[config.mk]
export PLATFORM = sky130hd
export DESIGN_NAME = eint_pin_filter
export DESIGN_NICKNAME = d
export VERILOG_FILES = /design/src/rtl/eint_pkg.sv /design/src/rtl/eint_sync.sv /design/src/rtl/eint_prescale.sv /design/src/rtl/eint_glitch_filter.sv /design/src/rtl/eint_edge_detect.sv /design/src/rtl/eint_pin_filter.sv
export SDC_FILE = /design/constraint.sdc
export NUM_CORES = 1
export LEC_CHECK = 0
export CORE_ASPECT_RATIO = 1.1
export CORE_UTILIZATION = 46
export CTS_CLUSTER_DIAMETER = 100
export DETAILED_ROUTE_END_ITERATION = 10
export GPL_TIMING_DRIVEN = 0
export PLACE_DENSITY = 0.76
export SLEW_MARGIN = 20
export SYNTH_ARGS = -nofsm -noshare
export SYNTH_HDL_FRONTEND = slang
export SYNTH_HIERARCHICAL = 1
export SYNTH_SLANG_ARGS = --single-unit
[constraint.sdc]
create_clock -name clk -period 3 [get_ports clk]
set_clock_uncertainty 0.15 [all_clocks]
set_input_delay 0.6 -clock clk [delete_from_list [all_inputs] [get_ports clk]]
set_output_delay 0.6 -clock clk [all_outputs]
set_load 0.02 [all_outputs]
[src/rtl/eint_pkg.sv]
package eint_pkg;

  typedef enum logic [1:0] {
    DET_LOW  = 2'b00,
    DET_FALL = 2'b01,
    DET_RISE = 2'b10,
    DET_BOTH = 2'b11
  } det_mode_e;

  localparam logic [1:0] NMI_MODE_RISE = 2'b10;
  localparam logic [1:0] NMI_MODE_FALL = 2'b01;

endpackage

[src/rtl/eint_sync.sv]
module eint_sync #(
  parameter int   STAGES = 2,
  parameter logic IDLE   = 1'b1
) (
  input  logic clk,
  input  logic rst_n,
  input  logic din,
  output logic dout
);

  logic [STAGES-1:0] chain;

  always_ff @(posedge clk or negedge rst_n) begin
    if (!rst_n) begin
      chain <= {STAGES{IDLE}};
    end else begin
      chain <= {chain[STAGES-2:0], din};
    end
  end

  assign dout = chain[STAGES-1];

endmodule

[src/rtl/eint_prescale.sv]
module eint_prescale #(
  parameter int DIV_B = 8,
  parameter int DIV_C = 32,
  parameter int DIV_D = 64,
  localparam int CW   = (DIV_D > 2) ? $clog2(DIV_D) : 1
) (
  input  logic       clk,
  input  logic       rst_n,
  input  logic       run,
  input  logic [1:0] sel,
  output logic       tick
);

  logic [1:0]    sel_q;
  logic [CW-1:0] cnt;
  logic [CW-1:0] lim;
  logic          restart;

  always_comb begin
    unique case (sel)
      2'b00:   lim = '0;
      2'b01:   lim = CW'(DIV_B - 1);
      2'b10:   lim = CW'(DIV_C - 1);
      default: lim = CW'(DIV_D - 1);
    endcase
  end

  // A new enable or a new rate code starts a fresh period.
  assign restart = !run || (sel != sel_q);
  assign tick    = !restart && (cnt == lim);

  always_ff @(posedge clk or negedge rst_n) begin
    if (!rst_n) begin
      sel_q <= 2'b00;
      cnt   <= '0;
    end else begin
      sel_q <= sel;
      if (restart || cnt == lim) begin
        cnt <= '0;
      end else begin
        cnt <= cnt + 1'b1;
      end
    end
  end

endmodule

[src/rtl/eint_glitch_filter.sv]
module eint_glitch_filter #(
  parameter int   LEN  = 3,
  parameter logic IDLE = 1'b1
) (
  input  logic clk,
  input  logic rst_n,
  input  logic en,
  input  logic tick,
  input  logic din,
  output logic dout
);

  logic [LEN-2:0] hist;
  logic [LEN-1:0] window;
  logic           agree;

  assign window = {hist, din};
  assign agree  = (&window) | ~(|window);

  always_ff @(posedge clk or negedge rst_n) begin
    if (!rst_n) begin
      hist <= {(LEN-1){IDLE}};
      dout <= IDLE;
    end else if (!en) begin
      // Bypass: history shadows the input so a later enable is seamless.
      hist <= {(LEN-1){din}};
      dout <= din;
    end else if (tick) begin
      hist <= (LEN-1)'(window);
      if (agree) begin
        dout <= din;
      end
    end
  end

endmodule

[src/rtl/eint_edge_detect.sv]
module eint_edge_detect
  import eint_pkg::*;
#(
  parameter logic IDLE = 1'b1
) (
  input  logic       clk,
  input  logic       rst_n,
  input  logic       lvl,
  input  logic [1:0] mode,
  output logic       req
);

  logic lvl_q;

  always_ff @(posedge clk or negedge rst_n) begin
    if (!rst_n) begin
      lvl_q <= IDLE;
    end else begin
      lvl_q <= lvl;
    end
  end

  always_comb begin
    unique case (det_mode_e'(mode))
      DET_LOW:  req = ~lvl;
      DET_FALL: req = lvl_q & ~lvl;
      DET_RISE: req = ~lvl_q & lvl;
      default:  req = lvl_q ^ lvl;
    endcase
  end

endmodule

[src/rtl/eint_pin_filter.sv]
module eint_pin_filter
  import eint_pkg::*;
#(
  parameter int   N_IRQ    = 8,
  parameter int   SYNC_LEN = 2,
  parameter int   FILT_LEN = 3,
  parameter int   DIV_B    = 8,
  parameter int   DIV_C    = 32,
  parameter int   DIV_D    = 64,
  parameter logic IDLE_LVL = 1'b1
) (
  input  logic               clk,
  input  logic               rst_n,
  input  logic [N_IRQ-1:0]   irq_pin,
  input  logic [N_IRQ-1:0]   irq_flt_en,
  input  logic [2*N_IRQ-1:0] irq_clk_sel,
  input  logic [2*N_IRQ-1:0] irq_mode,
  input  logic               nmi_pin,
  input  logic               nmi_flt_en,
  input  logic [1:0]         nmi_clk_sel,
  input  logic               nmi_rise_sense,
  output logic [N_IRQ-1:0]   irq_level,
  output logic [N_IRQ-1:0]   irq_req,
  output logic               nmi_level,
  output logic               nmi_req
);

  localparam int NCH = N_IRQ + 1;

  logic [NCH-1:0]   pin_v;
  logic [NCH-1:0]   en_v;
  logic [2*NCH-1:0] sel_v;
  logic [2*NCH-1:0] mode_v;
  logic [NCH-1:0]   sync_lv;
  logic [NCH-1:0]   tick_v;
  logic [NCH-1:0]   lvl_v;
  logic [NCH-1:0]   req_v;

  // Channel N_IRQ is the non-maskable pin; it reuses the edge modes.
  assign pin_v  = {nmi_pin, irq_pin};
  assign en_v   = {nmi_flt_en, irq_flt_en};
  assign sel_v  = {nmi_clk_sel, irq_clk_sel};
  assign mode_v = {(nmi_rise_sense ? NMI_MODE_RISE : NMI_MODE_FALL), irq_mode};

  for (genvar ch = 0; ch < NCH; ch++) begin : g_ch
    eint_sync #(
      .STAGES (SYNC_LEN),
      .IDLE   (IDLE_LVL)
    ) u_sync (
      .clk   (clk),
      .rst_n (rst_n),
      .din   (pin_v[ch]),
      .dout  (sync_lv[ch])
    );

    eint_prescale #(
      .DIV_B (DIV_B),
      .DIV_C (DIV_C),
      .DIV_D (DIV_D)
    ) u_rate (
      .clk   (clk),
      .rst_n (rst_n),
      .run   (en_v[ch]),
      .sel   (sel_v[2*ch +: 2]),
      .tick  (tick_v[ch])
    );

    eint_glitch_filter #(
      .LEN  (FILT_LEN),
      .IDLE (IDLE_LVL)
    ) u_filt (
      .clk   (clk),
      .rst_n (rst_n),
      .en    (en_v[ch]),
      .tick  (tick_v[ch]),
      .din   (sync_lv[ch]),
      .dout  (lvl_v[ch])
    );

    eint_edge_detect #(
      .IDLE (IDLE_LVL)
    ) u_det (
      .clk   (clk),
      .rst_n (rst_n),
      .lvl   (lvl_v[ch]),
      .mode  (mode_v[2*ch +: 2]),
      .req   (req_v[ch])
    );
  end

  assign irq_level = lvl_v[N_IRQ-1:0];
  assign irq_req   = req_v[N_IRQ-1:0];
  assign nmi_level = lvl_v[N_IRQ];
  assign nmi_req   = req_v[N_IRQ];

endmodule

[After elaboration in Yosys (flattened, before gate mapping)]
Index checks and enable logic that the tools add are counted.
Storage, ports and cells
  bits in registers: 126
  bits in latches: 0
  RAM bits: 0
  bits in read-only memories: 0
  input bits: 55
  output and inout port bits: 18
  memories: 0
Operators by class
  $add $sub $neg: 9
  multiply operators: 0
  divide/modulo/power cells: 0
  order comparisons: 0
  equal/unequal tests: 72
  shifts and indexed selects: 0
  mux-type cells: 73
  bitwise logic cells: 63
  reduce and logical (&&, ||, !) cells: 90
Operators with widths (count)
  6-bit case mux with 3 select lines: 9
  6-bit by 1-bit adder with 6-bit output (second input constant): 9
  6-bit == test: 9
  6-bit two-way mux: 9
  2-bit two-way mux: 19
  2-bit by 1-bit == test with 1-bit output (second input constant): 18
  2-bit == test (second input constant): 18
  2-bit zero test: 18
  2-bit by 1-bit != test with 1-bit output (second input constant): 18
  1-bit two-way mux: 27
  1-bit inverter: 27
  1-bit case mux with 3 select lines: 9
  3-bit AND reduction: 9
  3-bit OR reduction: 9
  1-bit bitwise AND: 18
  1-bit zero test: 18
  1-bit logical OR: 18
  2-bit != test: 9
  2-bit AND reduction: 9
  1-bit logical AND: 9
  1-bit bitwise OR: 9
  1-bit XOR: 9

[Logic depth before layout (Yosys ltp)]
Gate-level depths: netlist of run 1.
  depth in word-level cells: 6
  gate-level depth with buffers: 8
  depth with buffers taken out: 7

[Hierarchy]
The synthesis of run 1 kept the hierarchy.
By module, submodules not included
  eint_prescale: instances 9, cells an instance 45, area each 455.4 um2, sequential area each 200.2 um2
  eint_glitch_filter: instances 9, cells an instance 13, area each 156.4 um2, sequential area each 78.8 um2
  eint_edge_detect: instances 9, cells an instance 7, area each 85.1 um2, sequential area each 26.3 um2
  eint_sync: instances 9, cells an instance 2, area each 52.6 um2, sequential area each 52.6 um2
  eint_pin_filter: instances 1, cells an instance 1, area each 3.8 um2, sequential area each 0.0 um2

[Worst setup path before layout of run 1]
Ideal clock, no wire load.
  kind: register -> output
  from: reg g_ch[0].u_filt.dout
  to: out irq_req[0]
  arrival time: 1.497 ns
  setup slack: 0.753 ns
  stages on the path, launching flop included: 5
  path buffers: 0
  cell sequence: dfstp_2 > inv_1 > ha_1 > inv_1 > mux4_2
Between the ends
  word-level cells in the longest chain between the ends: 3
  elaborated cells between the ends (all ways): 5
RTL lines
  start, declared: line eint_glitch_filter.sv:10  | output logic dout
  start signal, assigned: line eint_glitch_filter.sv:27  | dout <= din;
  start signal, assigned: line eint_glitch_filter.sv:31  | dout <= din;
  1-bit inverter: line eint_edge_detect.sv:25, eint_edge_detect.sv:26
  1-bit bitwise AND: line eint_edge_detect.sv:26  | DET_FALL: req = lvl_q & ~lvl;
  1-bit case mux with 3 select lines *: line eint_edge_detect.sv:24  | unique case (det_mode_e'(mode))
  end, declared: line eint_pin_filter.sv:23  | output logic [N_IRQ-1:0] irq_req,
Mark *: on every way between the ends. The rest lies on a longest branch, timed or not.

[Worst setup path in the final report of run 1]
  from: reg g_ch[6].u_filt.dout
  to: out irq_req[6]
Between the ends
  word-level cells in the longest chain between the ends: 3
  elaborated cells between the ends (all ways): 5
RTL lines (line)
  start, declared: eint_glitch_filter.sv:10
  start signal, assigned: eint_glitch_filter.sv:27
  start signal, assigned: eint_glitch_filter.sv:31
  1-bit inverter: eint_edge_detect.sv:25, eint_edge_detect.sv:26
  1-bit bitwise AND: eint_edge_detect.sv:26
  1-bit case mux with 3 select lines *: eint_edge_detect.sv:24
Marks and branches as above.

==> run_results.csv, run 1 <==
group,metric,value,unit
outcome,status,"finished clean",
floorplanning,die_area,0.0152,sq mm
placement,hpwlAfterDp,8.85,mm
detailed_routing,first_pass_iters,6,
placement,pre_cts_slack,0.0444,ns
clocking,path_clk_slew,0.05,ns
cells_and_area,fillers,1224,
timing,slew_headroom,0.610,
timing,setup_viol,0,
cells_and_area,antenna_cells,0,
timing,setup_ws,0.0628,ns
floorplanning,die-height,129,um
clocking,cts_hold_buffers,0,
timing,hold_slack,0.0291,ns
synthesis,synth_edf_count,0,
worst_setup_path,crit_path_start_kind,"flip-flop",
power_and_ir_drop,pwr-share-comb,0.115,
worst_setup_path,r2r_start,"g_ch[7].u_rate/cnt[2]",
power_and_ir_drop,design_power_total,4.47,mW
clocking,clock_latency,0.41,ns
power_and_ir_drop,leakage,3.63,nW
clocking,cts.sinks,126,
timing,rsz0062_at_grt,"no",
placement,gp_congestion,0.797,
timing,finalHoldViolCount,0,
floorplanning,fp-row-count,46,
power_and_ir_drop,vdd_drop_max,0.392,mV
floorplanning,core-area,0.0144,sq mm
cells_and_area,layout.nets,778,
synthesis,synth_warnings,6,
detailed_routing,ant_nets,0,
cells_and_area,final_core_util,0.579,
worst_setup_path,r2r-end,"g_ch[7].u_filt/hist[0]",
global_route,grt_pass1_wl,21.7,mm
synthesis,synth-seq-area-share,0.477,
worst_setup_path,worstPathRequired,2.25,ns
worst_setup_path,path_class,"flip-flop to output pin",
global_route,gr-total-overflow,0,
power_and_ir_drop,sw_frac_of_total,0.228,
floorplanning,fp.dieW,117,um
detailed_routing,drc_errors,0,
worst_setup_path,crit_start,"g_ch[6].u_filt/dout",
timing,fmax,340,MHz
worst_setup_path,arrival,2.19,ns
clocking,ctsLongestPathBuffers,2,
timing,min_period_over_period,0.979,
power_and_ir_drop,power.internal,3.45,mW
synthesis,ys_seq_elements,126,
timing,period_needed,2.94,ns
cells_and_area,area_growth,23.4,%
worst_setup_path,r2r_slack,0.91,ns
clocking,post_cts_buffers,0,
power_and_ir_drop,powerDensity,537,mW/mm^2
floorplanning,start_util,0.469,
clocking,post_cts_resized,9,
global_route,antenna_found_initial,0,
power_and_ir_drop,p_clk_frac,0.456,
cells_and_area,mostFrequentLayoutCells,"dfrtp_1 (72), clkdlybuf4s50_1 (62), dfstp_2 (54), nor2_1 (54)",
synthesis,syn_inst,604,
synthesis,synthArstFlopShare,1.00,
detailed_routing,routed_wl,12.5,mm
synthesis,synth_cell_types,30,
hold_path,hold_class,"primary input to asynchronous set/reset pin",
placement,post_dp_cell_area,0.00774,sq mm
global_route,grt_pass1_vias,4939,
power_and_ir_drop,seq_power_share,0.429,
flow_run,cap_violations,0,
floorplanning,ios,73,
synthesis,avgSynthCellArea,11.2,sq um
timing,tightest_slew,0.585,ns
clocking,cts_buffers,17,
clocking,cts_tree,"done",
worst_setup_path,reg2reg_depth,7,
worst_setup_path,endpoint_kind,"output pin",
worst_setup_path,cp-endpoint,"irq_req[6]",
detailed_routing,vias,4793,
synthesis,mappedNetlistNets,686,
synthesis,synth_flop_cell,"dfrtp_1",
cells_and_area,final_area,0.00833,sq mm
detailed_routing,first_iter_violations,190,
power_and_ir_drop,switchingPower,1.02,mW
detailed_routing,viasPerCell,5.32,
clocking,cts_root_buffer,"clkbuf_16",
synthesis,netlist_area,0.00675,sq mm
timing,drv_slew,0,
clocking,cts_htree_levels,4,
worst_setup_path,crit_fanout,6,
cells_and_area,layout_commonest_cell,"dfrtp_1",
detailed_routing,wl_per_cell,13.9,um
cells_and_area,layout-drive-gt1-share,0.234,
global_route,grt_max_degree,66,
global_route,grt.total_usage,0.175,
placement,io_buffers,72,
power by group through the flow:
stage               logic [mW]  registers [mW]  clock network (mW)
global route             0.567            1.93                2.16
CTS                      0.523            1.92                2.10
floorplan                0.270            1.94                   0
detailed placement       0.537            1.95                   0
global placement         0.506            1.93                   0
finish                   0.514            1.92                2.04
stage by stage:
| step | std cells | TNS [ns] |
|---|---|---|
| 4_1_cts | 901 | 0 |
| 3_3_place_gp | 868 | -370.52 |
| 3_5_place_dp | 869 | 0 |
| 6_report | 901 | 0 |
| 2_1_floorplan | 604 | 0 |
| 5_1_grt | 901 | 0 |
flip-flops by register name, summed over array words and instances (netlist names):
name,cells
g_ch.u_sync/chain,18
g_ch.u_filt/hist,18
g_ch.u_rate/sel_q,18
g_ch.u_rate/cnt,54
g_ch.u_det/lvl_q,9
g_ch.u_filt/dout,9
cell type report:
type	count	area, sq um	share of cell area
timing repair buffer	73	739	0.0888
sequential	126	3220	0.387
multi-input combinational	432	3340	0.402
clock inverter	6	80.1	0.00962
tap	192	240	0.0288
buffer	18	78.8	0.00947
inverter	28	105	0.0126
clock buffer	26	519	0.0623
synthesized netlist by cell type, types with 18 or more instances:
master	count	area share
xnor2_1	36	0.047
inv_1	28	0.016
dfstp_2	54	0.21
xor2_1	18	0.023
nor2_1	54	0.030
and2_1	18	0.017
nor3_1	18	0.013
nand2b_1	27	0.025
ha_1	27	0.050
dfrtp_1	72	0.27
nand4_1	27	0.025
nand3_1	18	0.013
nand2_1	36	0.020
nor3b_1	27	0.030
routing by layer:
| metal | vias to the layer above | GRT usage | part of all wire |
|---|---|---|---|
| met5 | - | 0 | 0 |
| met4 | 0 | 0.0882 | 0.021 |
| met3 | 24 | 0.0414 | 0.037 |
| met2 | 93 | 0.321 | 0.53 |
| met1 | 2367 | 0.190 | 0.41 |
| li1 | 2309 | - | - |
cells by family (layout without fill, tap and decap cells):
logic type,Yosys count,count (layout),share of synthesized area
compound gates,45,45,0.0651
xor+xnor,54,54,0.0701
fa+ha+maj,27,27,0.0501
buf+inv,46,151,0.0273
flops,126,126,0.477
mux,27,27,0.0634
simple gates,279,279,0.247
critical path, cell delays in order, from the launching register on:
cell and delay, ns:
dfstp_2 0.60, inv_1 0.08, ha_1 0.29, inv_1 0.03, mux4_2 0.45, dlygate4sd2_1 0.33
worst min path at each step:
| stage | end | slack, ns | cells past startpoint |
|---|---|---|---|
| finish | g_ch[7].u_rate/sel_q[1] | 0.03 | 1 |
| global route | g_ch[7].u_rate/sel_q[0] | 0.07 | 1 |
| CTS | g_ch[1].u_rate/sel_q[1] | 0.04 | 1 |
| detailed placement | g_ch[2].u_sync/chain[1] | 0.20 | 0 |
| global placement | g_ch[4].u_sync/chain[1] | 0.20 | 0 |
| floorplan | g_ch[0].u_rate/cnt[0] | 0.15 | 0 |
(Power assumes the default switching activity.)
==> run 2, diff against run 1 <==
- HOLD_SLACK_MARGIN: not set -> 0.12
- PLACE_DENSITY: 0.76 -> 0.69
- clock period: 3 -> 3.6 ns (I/O delays scaled with it)
==> run 2 against run 1 <==
Core utilization fell by 0.061 points. Critical path depth did not move. Combinational power fell by 14%. Critical path type unchanged. Critical endpoint is now irq_req[3]. Highest routed layer unchanged.
==> run_results.csv, run 2 (synthesis results as in run 1) <==
group,metric,value,unit
clocking,cts_htree_levels,4,
global_route,gr-total-overflow,0,
detailed_routing,first_pass_iters,4,
cells_and_area,final_area,0.00832,sq mm
placement,gp_congestion,0.752,
floorplanning,fp-row-count,46,
cells_and_area,layout_commonest_cell,"dfrtp_1",
detailed_routing,ant_nets,0,
flow_run,cap_violations,0,
timing,min_period_over_period,0.921,
timing,rsz0062_at_grt,"no",
clocking,post_cts_resized,0,
floorplanning,core-area,0.0144,sq mm
timing,finalHoldViolCount,0,
floorplanning,fp.dieW,117,um
detailed_routing,first_iter_violations,194,
floorplanning,die_area,0.0152,sq mm
clocking,clock_latency,0.41,ns
floorplanning,ios,73,
global_route,grt_pass1_vias,4770,
power_and_ir_drop,design_power_total,3.70,mW
cells_and_area,multi_input_area,0.00334,sq mm
cells_and_area,mostFrequentLayoutCells,"dfrtp_1 (72), clkdlybuf4s50_1 (71), dfstp_2 (54), nor2_1 (54)",
detailed_routing,vias,4722,
timing,drv_slew,0,
cells_and_area,antenna_cells,0,
global_route,grt_max_degree,75,
worst_setup_path,path_class,"flip-flop to output pin",
power_and_ir_drop,leakage,3.60,nW
timing,fmax,302,MHz
placement,hpwlAfterDp,8.29,mm
cells_and_area,largest-register,"g_ch.u_rate/cnt",
clocking,cts_hold_buffers,0,
worst_setup_path,r2r_slack,1.52,ns
clocking,path_clk_slew,0.05,ns
power_and_ir_drop,vdd_drop_max,0.216,mV
cells_and_area,fillers,1180,
worst_setup_path,worstPathRequired,2.73,ns
worst_setup_path,crit_fanout,6,
cells_and_area,layout.nets,778,
cells_and_area,layout-drive-gt1-share,0.233,
detailed_routing,wl_per_cell,13.3,um
detailed_routing,routed_wl,12.0,mm
floorplanning,start_util,0.469,
worst_setup_path,r2r_start,"g_ch[5].u_rate/cnt[2]",
placement,pre_cts_slack,0.409,ns
global_route,antenna_found_initial,0,
placement,post_dp_cell_area,0.00774,sq mm
worst_setup_path,arrival,2.44,ns
cells_and_area,area_growth,23.3,%
clocking,cts.sinks,126,
timing,hold_slack,0.172,ns
detailed_routing,drc_errors,0,
cells_and_area,regArea,0.00322,sq mm
worst_setup_path,crit_path_start_kind,"flip-flop",
placement,io_buffers,72,
timing,tightest_slew,0.687,ns
detailed_routing,viasPerCell,5.24,
worst_setup_path,r2r-end,"g_ch[5].u_filt/hist[0]",
clocking,cts_root_buffer,"clkbuf_16",
clocking,post_cts_buffers,0,
global_route,grt.total_usage,0.171,
floorplanning,die-height,129,um
worst_setup_path,endpoint_kind,"output pin",
clocking,cts_tree,"done",
power_and_ir_drop,powerDensity,445,mW/mm^2
outcome,status,"finished clean",
worst_setup_path,reg2reg_depth,7,
timing,setup_ws,0.286,ns
timing,period_needed,3.31,ns
timing,slew_headroom,0.542,
clocking,cts_buffers,17,
cells_and_area,final_core_util,0.578,
clocking,ctsLongestPathBuffers,2,
hold_path,hold_class,"primary input to asynchronous set/reset pin",
timing,setup_viol,0,
cells_and_area,largest_register_ffs,54,
global_route,grt_pass1_wl,21.1,mm
## run 2: cell types whose count changed in the layout (fill, tap and decap cells not counted)
| cell | before | now |
|---|---|---|
| clkdlybuf4s50_1 | 62 | 71 |
| dlygate4sd2_1 | 8 | 0 |
| clkbuf_8 | 6 | 4 |
| clkbuf_1 | 12 | 13 |
| clkdlybuf4s15_1 | 1 | 0 |
| clkinv_2 | 4 | 5 |
## run 2: area by class of cell
cell class	instances	area share
Tap cell	192	0.0289
Buffer	18	0.00948
Clock buffer	25	0.0596
Inverter	28	0.0126
Sequential cell	126	0.387
Multi-Input combinational cell	432	0.402
Timing Repair Buffer	73	0.0901
Clock inverter	7	0.0102
## run 2: power by group
group	total, mW	switching, mW	leakage, nW	internal, mW
registers	1.60	0.0663	1.53	1.53
clock network	1.66	0.577	0.291	1.09
logic	0.442	0.211	1.78	0.231
total	3.70	0.854	3.60	2.85
## run 2: stage by stage
step	instances	setup TNS (ns)
after floorplan	604	0
after global placement	868	-315.46
after detailed placement	869	0
after CTS	901	0
after global routing	901	0
final	901	0
## run 2: routing by layer
metal | routed length [um] | GRT usage | share of wire | vias up
li1 | - | - | - | 2315
met1 | 5250 | 0.197 | 0.44 | 2325
met2 | 6170 | 0.305 | 0.51 | 71
met3 | 427 | 0.0449 | 0.036 | 11
met4 | 140 | 0.0679 | 0.012 | 0
met5 | 0 | 0 | 0 | -
## run 2: worst max path at each step
stage	end	start	slack, ns	depth (start not counted)
2_1_floorplan	irq_req[0]	g_ch[0].u_filt/dout	1.23	4
3_3_place_gp	g_ch[0].u_rate/cnt[5]	rst_n	-3.17	1
3_5_place_dp	irq_req[3]	irq_mode[6]	0.41	3
4_1_cts	irq_req[3]	g_ch[3].u_filt/dout	0.24	5
5_1_grt	irq_req[3]	g_ch[3].u_filt/dout	0.20	5
6_report	irq_req[3]	g_ch[3].u_filt/dout	0.29	5
## run 2: worst max-delay path, cell delays in order, from the launching register on
cell	delay, ns
dfstp_2	0.60
inv_1	0.07
ha_1	0.27
inv_1	0.03
mux4_2	0.48
clkdlybuf4s50_1	0.58
